## config.mk

```make
export PLATFORM = sky130hd
export DESIGN_NAME = hash_job_ctrl
export DESIGN_NICKNAME = d
export VERILOG_FILES = /design/src/rtl/hash_job_ctrl.sv
export SDC_FILE = /design/constraint.sdc
export NUM_CORES = 1
export LEC_CHECK = 0
export BUFFER_PORTS_ARGS = -buffer_cell sky130_fd_sc_hd__buf_2
export CORE_MARGIN = 2
export CORE_UTILIZATION = 30
export DETAILED_ROUTE_END_ITERATION = 7
export PLACE_DENSITY = 0.54
export SKIP_LAST_GASP = 1
export SLEW_MARGIN = 20
export SYNTH_ARGS = -nofsm -noshare
export SYNTH_HDL_FRONTEND = slang
export SYNTH_SLANG_ARGS = --single-unit
```

## constraint.sdc

```tcl
create_clock -name clk -period 6.6 [get_ports clk]
set_input_delay 0.99 -clock clk [delete_from_list [all_inputs] [get_ports clk]]
set_output_delay 0.99 -clock clk [all_outputs]
set_load 0.005 [all_outputs]
```

## src/rtl/hash_job_ctrl.sv

```systemverilog
module hash_job_ctrl #(
  parameter int DW  = 32,
  parameter int AW  = 3,
  parameter int BLK = 64
) (
  input  logic          clk,
  input  logic          rst_n,
  input  logic          reg_wr,
  input  logic          reg_rd,
  input  logic [AW-1:0] reg_addr,
  input  logic [DW-1:0] reg_wdata,
  output logic [DW-1:0] reg_rdata,
  input  logic          dp_blk_done,
  input  logic          dp_done,
  input  logic          dp_suspend,
  output logic          dp_start,
  output logic          dp_blk_req,
  output logic          irq_main,
  output logic          irq_part,
  output logic          ctx_dma_req
);
  localparam int LSB = $clog2(BLK);

  localparam logic [AW-1:0] A_CNT  = AW'(0);
  localparam logic [AW-1:0] A_LEN  = AW'(1);
  localparam logic [AW-1:0] A_MODE = AW'(2);
  localparam logic [AW-1:0] A_IEN  = AW'(3);
  localparam logic [AW-1:0] A_STAT = AW'(4);
  localparam logic [AW-1:0] A_SYS  = AW'(5);

  logic [DW-1:0] cnt, len;
  logic [3:0]    mode_q;
  logic [2:0]    irq_en, stat;
  logic          sys_en, running, start_q, ctx_q;

  wire wr_cnt  = reg_wr && reg_addr == A_CNT;
  wire wr_len  = reg_wr && reg_addr == A_LEN;
  wire blk_ev  = running && dp_blk_done;
  wire tail    = len < DW'(BLK);
  wire [DW-1:0] len_in = mode_q[2] ? reg_wdata : {reg_wdata[DW-1:LSB], {LSB{1'b0}}};

  logic [2:0] stat_set, stat_clr;
  assign stat_set = {blk_ev, dp_suspend, dp_done};
  assign stat_clr = (reg_wr && reg_addr == A_STAT) ? reg_wdata[2:0] : 3'b0;

  always_ff @(posedge clk) begin
    if (!rst_n) begin
      cnt     <= '0;
      len     <= '0;
      mode_q  <= '0;
      irq_en  <= '0;
      stat    <= '0;
      sys_en  <= 1'b0;
      running <= 1'b0;
      start_q <= 1'b0;
      ctx_q   <= 1'b0;
    end else begin
      start_q <= 1'b0;
      ctx_q   <= reg_rd && reg_addr == A_CNT && mode_q[3] && !stat[1];
      stat    <= (stat & ~stat_clr) | stat_set;

      if (blk_ev) begin
        if (tail) begin
          cnt <= cnt + len;
          len <= '0;
        end else begin
          cnt <= cnt + DW'(BLK);
          len <= len - DW'(BLK);
        end
      end
      if (dp_done || dp_suspend) running <= 1'b0;

      if (wr_cnt) cnt <= {reg_wdata[DW-1:LSB], {LSB{1'b0}}};
      if (wr_len) begin
        len     <= len_in;
        running <= len_in != '0;
        start_q <= len_in != '0;
        if (mode_q[0])      cnt <= DW'(BLK);
        else if (mode_q[1]) cnt <= '0;
      end
      if (reg_wr && reg_addr == A_MODE) mode_q <= reg_wdata[3:0];
      if (reg_wr && reg_addr == A_IEN)  irq_en <= reg_wdata[2:0];
      if (reg_wr && reg_addr == A_SYS)  sys_en <= reg_wdata[0];
    end
  end

  always_comb begin
    case (reg_addr)
      A_CNT:   reg_rdata = cnt;
      A_LEN:   reg_rdata = len;
      A_MODE:  reg_rdata = DW'(mode_q);
      A_IEN:   reg_rdata = DW'(irq_en);
      A_STAT:  reg_rdata = DW'(stat);
      A_SYS:   reg_rdata = DW'(sys_en);
      default: reg_rdata = '0;
    endcase
  end

  assign dp_start    = start_q;
  assign dp_blk_req  = running && len != '0;
  assign irq_main    = sys_en && |(stat & irq_en);
  assign irq_part    = sys_en && stat[1];
  assign ctx_dma_req = ctx_q;
endmodule

```

==> results.yml, run 1 <==
run_status:
  outcome: "finished clean"
floorplanning:
  die-area_mm2: 0.0227
  die_width_um: 151
  start_util_pct: 30.6
  num_io_pins: 79
  core_mm2: 0.0211
  rows: 53
  chipHeight_um: 151
yosys:
  yosys.area_share.simple_pct: 24.2
  ys_ff_latch: 78
  synth_xor_area_share_pct: 5.30
  seq_area_frac_synth_pct: 24.2
  synthArstFlopShare_pct: 0
  netlist_area_mm2: 0.00645
  synthFlopType: "dfxtp_1"
  syn-num-nets: 950
  synthCells: 873
  avgSynthCellArea_um2: 7.39
  synth_top_area_share_pct: 24.2
  yosysMostFrequentCell: "nand2_1"
  synthTopCellsByArea: "dfxtp_1 24%, ha_1 6.6%, nand2_1 6.1%"
  synthDistinctLibCells: 74
  synth.yosys.warnings: 0
  synth-edff-count: 0
  synth_compound_area_share_pct: 32.0
  synth_commonest_cells: "104 x nand2_1, 78 x dfxtp_1, 77 x o21ai_0, 75 x a21oi_1, 75 x nor2_1"
  yosysTopAreaCell: "dfxtp_1"
  synth_top_family_by_area: "compound AO/OA/AOI/OAI gates"
  synthAdderAreaFrac_pct: 6.91
  synth_mux_area_share_pct: 3.07
setup_path:
  path_delay_family: "buffers and inverters"
  regToRegStartpoint: "len[14]"
  worstRegToRegCells: 6
  cp-end-kind: "output pin"
  critPathBufInv: 4
  critPathMaxStageDelay_ns: 0.88
  r2r_slack_ns: 2.86
  worstPathRequired_ns: 5.61
  start_kind: "primary input"
  crit_chain: "buf_2, clkinv_1, nor3_2, buf_4, a22o_1, buf_2"
  arrival_ns: 3.00
  path_class: "primary input to output pin"
  critPathMaxFanout: 15
  r2r_end: "len[24]"
  critical-path-slowest-cell: "nor3_2"
  crit_path_frequent_cell: "buf_2"
finish:
  final_util_pct: 34.9
  area_growth_pct: 14.0
  multiInputGateArea_mm2: 0.00462
  seq_area_mm2: 0.00156
  n_antenna_cell: 0
  final_layout_size_suffix_gt1_share_pct: 13.1
  finalNetCount: 998
  nFillCells: 2310
drt:
  viasPerCell: 5.79
  drcViolationCount: 0
  wire_per_inst_um: 20.2
  drt_iter0_markers: 625
  drt-pass1-iter-count: 5
  ant_nets: 0
  wl_um: 24300
  dr_total_vias: 6957
sta:
  tightest_slew_ns: 1.05
  skew_ns: 0.00726
  relSlewSlack_pct: 29.3
  fin_ws_ns: 2.61
  setup_tns_ns: 0
  rsz0062_at_grt: "no"
  max_freq_mhz: 250
  finalHoldViolCount: 0
  finalMaxSlewViolations: 0
  min_period_ns: 3.99
  setup_violations: 0
  whs_ns: 0.479
  period_share_pct: 60.5
pwr:
  p_per_area_mw_per_mm2: 188
  total_power_mw: 1.38
  p_leak_nw: 2.96
  ir_worst_vdd_mv: 0.135
min_path:
  min_path_cells: 2
  min-delay-start: "cnt[5]"
  holdPathEnd: "cnt[5]"
  hp-class: "flip-flop to flip-flop"
global_route:
  grt_use_total_pct: 21.2
  grt_pass1_wl_um: 36800
  grt_max_degree: 32
  antenna_found_initial: 0
  overflow: 0
  grt_pass1_vias: 6218
placed_design:
  hpwl_um: 18200
  portBuffers: 78
  preCtsSetupSlack_ns: 2.55
  place_congestion: 0.870
clocking:
  cts_max_path_buffers: 2
  root_buffer: "clkbuf_16"
  clkTransAtPathRegs_ns: 0.06
  cts_sinks: 78
  cts_tree: "done"
  clock_latency_ns: 0.35
  htree_num_levels: 3
  hold_buffers: 0
  cts_resized: 0
  cts_buffers: 9
  postCtsSetupBuffers: 0
flow_run:
  drv_cap: 0
per-layer routing:
metal  vias to the layer above  track usage, %  wire length [um]  part of all wire [%]
li1                       3398               -                 -                     -
met1                      3308            31.0             11800                    49
met2                       210            33.2             10900                    45
met3                        41            2.09              1140                   4.7
met4                         0            5.33               414                   1.7
met5                         -               0                 0                     0
worst max path at each step:
stage	from	endpoint	depth (start not counted)
finish	reg_addr[0]	reg_rdata[29]	6
global route	reg_addr[0]	reg_rdata[29]	6
floorplan	reg_addr[0]	reg_rdata[10]	5
CTS	reg_addr[0]	reg_rdata[29]	6
detailed placement	reg_addr[0]	cnt[26]	8
global placement	reg_addr[0]	cnt[26]	8
metrics by stage:
step	area, um2	cells
final	7350	1201
after global routing	7350	1201
after CTS	7350	1201
after detailed placement	7050	1185
after global placement	7050	1185
after floorplan	6450	873
state kept, by name (all words and copies together) (netlist names):
register / cells
cnt: 32
ctx_dma_req: 1
dp_start: 1
irq_en: 3
len: 32
mode_q: 4
running: 1
stat: 3
sys_en: 1
placed cells by master, fill, tap and decap left out, drive strengths merged, types with 4 or more instances in the layout:
| cell | count |
|---|---|
| a211o | 7 |
| a211oi | 10 |
| a21o | 14 |
| a21oi | 75 |
| a22o | 29 |
| a311oi | 4 |
| a31oi | 21 |
| a32o | 5 |
| a32oi | 5 |
| and2 | 6 |
| and3 | 9 |
| and4 | 9 |
| buf | 85 |
| clkbuf | 11 |
| dfxtp | 78 |
| ha | 34 |
| inv | 22 |
| mux2 | 4 |
| mux2i | 13 |
| nand2 | 104 |
| nand3 | 28 |
| nand4 | 17 |
| nor2 | 76 |
| nor2b | 9 |
| nor3 | 25 |
| nor4 | 12 |
| o211ai | 8 |
| o21a | 6 |
| o21ai | 80 |
| o21bai | 6 |
| o22ai | 5 |
| o31ai | 6 |
| or2 | 7 |
| or3 | 8 |
| xnor2 | 20 |
| xor2 | 19 |
kinds of logic (layout without fill, tap and decap cells):
group / count (synthesis) / count (layout)
fa+ha+maj: 35 / 35
flops: 78 / 78
buf+inv: 69 / 122
mux: 18 / 18
xor+xnor: 39 / 39
compound gates: 314 / 314
simple gates: 320 / 320
power by group:
group | switching (mW) | internal [mW]
registers | 0.0349 | 0.489
clock network | 0.225 | 0.308
logic | 0.214 | 0.108
cell type report:
class / count / area share, %
repair buffers: 85 / 6.02
clock inverters: 5 / 0.868
clock buffers: 11 / 3.30
inverters: 21 / 1.07
multi-input cells: 726 / 62.8
flip-flops and latches: 78 / 21.2
well taps: 275 / 4.68
tightest hold or removal path, cell delays in order (launching register included):
cell and delay [ns]:
dfxtp_1 0.33, nand2_1 0.06, a21oi_1 0.05
No activity file was read; power rests on OpenSTA's default activity.
==> run 2, diff against run 1 <==
Settings changed: ABC_AREA set to 1, PLACE_DENSITY 0.54 to 0.53.
Clock period 6.6 ns to 3.7 ns, I/O delays scaled along.
==> run 2 against run 1 <==
Total power rose by 86%. Setup slack got worse by 1.6 ns. Final area rose by 17%. Register-to-register slack got worse by 1.7 ns. Critical endpoint is now reg_rdata[12]. Non-clock buffer count rose by 3. Clock power rose by 72%. Sequential share of layout area fell by 3.1 points.
==> results.yml, run 2 <==
run_status:
  outcome: "finished clean"
pwr:
  p_leak_nw: 4.00
  ir_worst_vdd_mv: 0.240
  total_power_mw: 2.56
  p_per_area_mw_per_mm2: 298
clocking:
  clock_latency_ns: 0.35
  clkTransAtPathRegs_ns: 0.06
  htree_num_levels: 3
  cts_buffers: 9
  cts_tree: "done"
  cts_sinks: 78
  cts_resized: 0
  cts_max_path_buffers: 2
  postCtsSetupBuffers: 0
  root_buffer: "clkbuf_16"
  hold_buffers: 0
sta:
  finalMaxSlewViolations: 0
  period_share_pct: 72.9
  skew_ns: 0.0120
  tightest_slew_ns: 0.802
  setup_violations: 0
  rsz0062_at_grt: "no"
  min_period_ns: 2.70
  fin_ws_ns: 1.00
  setup_tns_ns: 0
  max_freq_mhz: 371
  relSlewSlack_pct: 46.1
  finalHoldViolCount: 0
placed_design:
  portBuffers: 78
  dp.cells: 1699
  hpwl_um: 24300
  preCtsSetupSlack_ns: 0.880
  place_congestion: 0.933
finish:
  finalNetCount: 1457
  final_cells: 1715
  layout_commonest_cell: "nand2_1"
  top_regs: "cnt (32), len (32), mode_q (4)"
  multiInputGateArea_mm2: 0.00508
  area_growth_pct: 13.3
  final_util_pct: 34.4
  final_cell_mix: "369 x nand2_1, 190 x inv_1, 118 x nand3_1"
  n_antenna_cell: 0
  seq_area_mm2: 0.00156
  nFillCells: 2870
  final_layout_size_suffix_gt1_share_pct: 11.3
yosys:
  synthFlopType: "dfxtp_1"
  synth.yosys.warnings: 0
  ys_ff_latch: 78
  yosysMostFrequentCell: "nand2_1"
  synth_top_area_share_pct: 20.6
  synthArstFlopShare_pct: 0
  yosysTopAreaCell: "dfxtp_1"
  synth_commonest_cells: "369 x nand2_1, 191 x inv_1, 118 x nand3_1, 112 x nor2_1, 86 x o21ai_0"
  seq_area_frac_synth_pct: 20.6
  synth-edff-count: 0
  synthDistinctLibCells: 53
  syn-num-nets: 1393
  synthTopCellsByArea: "dfxtp_1 21%, nand2_1 18%, inv_1 9.5%"
  synthCells: 1316
  netlist_area_mm2: 0.00758
  avgSynthCellArea_um2: 5.76
global_route:
  grt_pass1_wl_um: 46400
  antenna_found_initial: 0
  grt_use_total_pct: 22.6
  overflow: 0
  grt_pass1_vias: 8311
  grt_max_degree: 44
floorplanning:
  core_mm2: 0.0250
  chipHeight_um: 163
  die-area_mm2: 0.0266
  die_width_um: 163
  num_io_pins: 79
  start_util_pct: 30.4
  rows: 58
setup_path:
  worstPathRequired_ns: 3.14
  crit_path_frequent_cell: "buf_2"
  r2r_slack_ns: 1.13
  critPathMaxFanout: 27
  critPathMaxStageDelay_ns: 0.41
  path_class: "primary input to output pin"
  critical-path-slowest-cell: "nand2_2"
  worstRegToRegCells: 15
  start_kind: "primary input"
  critPathBufInv: 3
  crit_chain: "buf_2, nor2_2, nand2_2, inv_1, nand2_1, o21ai_0, buf_2"
  path_delay_family: "simple AND/OR/NAND/NOR gates"
  cp-end-kind: "output pin"
  cp.depth: 7
  arrival_ns: 2.14
drt:
  ant_nets: 0
  dr_total_vias: 8933
  viasPerCell: 5.21
  wire_per_inst_um: 17.4
  drcViolationCount: 0
  drt_iter0_markers: 967
  wl_um: 29900
  drt-pass1-iter-count: 5
min_path:
  hp-class: "primary input to flip-flop"
  min_path_cells: 3
flow_run:
  drv_cap: 0
[run 2: cell count changes after synthesis, moves of 17 or more]
cell | before | now
nand3_1 | 28 | 118
nor2_1 | 75 | 112
a22o_1 | 29 | 0
inv_1 | 19 | 191
o22ai_1 | 5 | 23
nand2_1 | 104 | 369
clkbuf_1 | 38 | 21
[run 2: layout make-up]
| class | count | area share, % |
|---|---|---|
| clock buffer | 10 | 2.66 |
| timing repair buffer | 88 | 5.42 |
| clock inverter | 6 | 0.815 |
| sequential | 78 | 18.2 |
| inverter | 204 | 8.94 |
| multi-input combinational | 999 | 59.2 |
| tap | 330 | 4.81 |
[run 2: worst reg2reg max path, delay by kind of cell, from the launching register on]
kind | cells | cell delay [ns]
buf+inv | 2 | 0.19
simple gates | 10 | 1.11
flops | 1 | 0.38
fa+ha+maj | 2 | 0.70
compound gates | 1 | 0.06
[run 2: final timing paths]
kind	start	end
setup reg to reg	cnt[0]	cnt[20]
hold reg to reg	sys_en	sys_en
setup / recovery	reg_addr[1]	reg_rdata[12]
hold / removal	reg_rd	ctx_dma_req
[run 2: stage by stage]
stage,hold slack (ns),cell area (um2)
after floorplan,0.451,7580
after global placement,0.469,8290
after detailed placement,0.475,8290
after CTS,0.450,8590
after global routing,0.468,8590
final,0.455,8590
[run 2: where the power goes]
group / total (mW) / internal, mW / leakage, nW / switching (mW)
logic: 0.715 / 0.209 / 3.23 / 0.506
registers: 0.928 / 0.871 / 0.633 / 0.0565
clock network: 0.920 / 0.527 / 0.135 / 0.393
[run 2: kinds of logic (layout without fill, tap and decap cells)]
| logic type | Yosys count | in the layout | share of synthesized area [%] |
|---|---|---|---|
| buf+inv | 239 | 308 | 12.3 |
| compound gates | 255 | 255 | 19.3 |
| fa+ha+maj | 35 | 35 | 5.87 |
| flops | 78 | 78 | 20.6 |
| xor+xnor | 14 | 14 | 1.62 |
| simple gates | 695 | 695 | 40.3 |
[run 2: per-layer routing]
layer / global-route usage [%] / share of wire, %
met1: 33.0 / 48
met2: 34.7 / 43
met3: 2.90 / 7.3
met4: 6.48 / 2.1
met5: 0 / 0
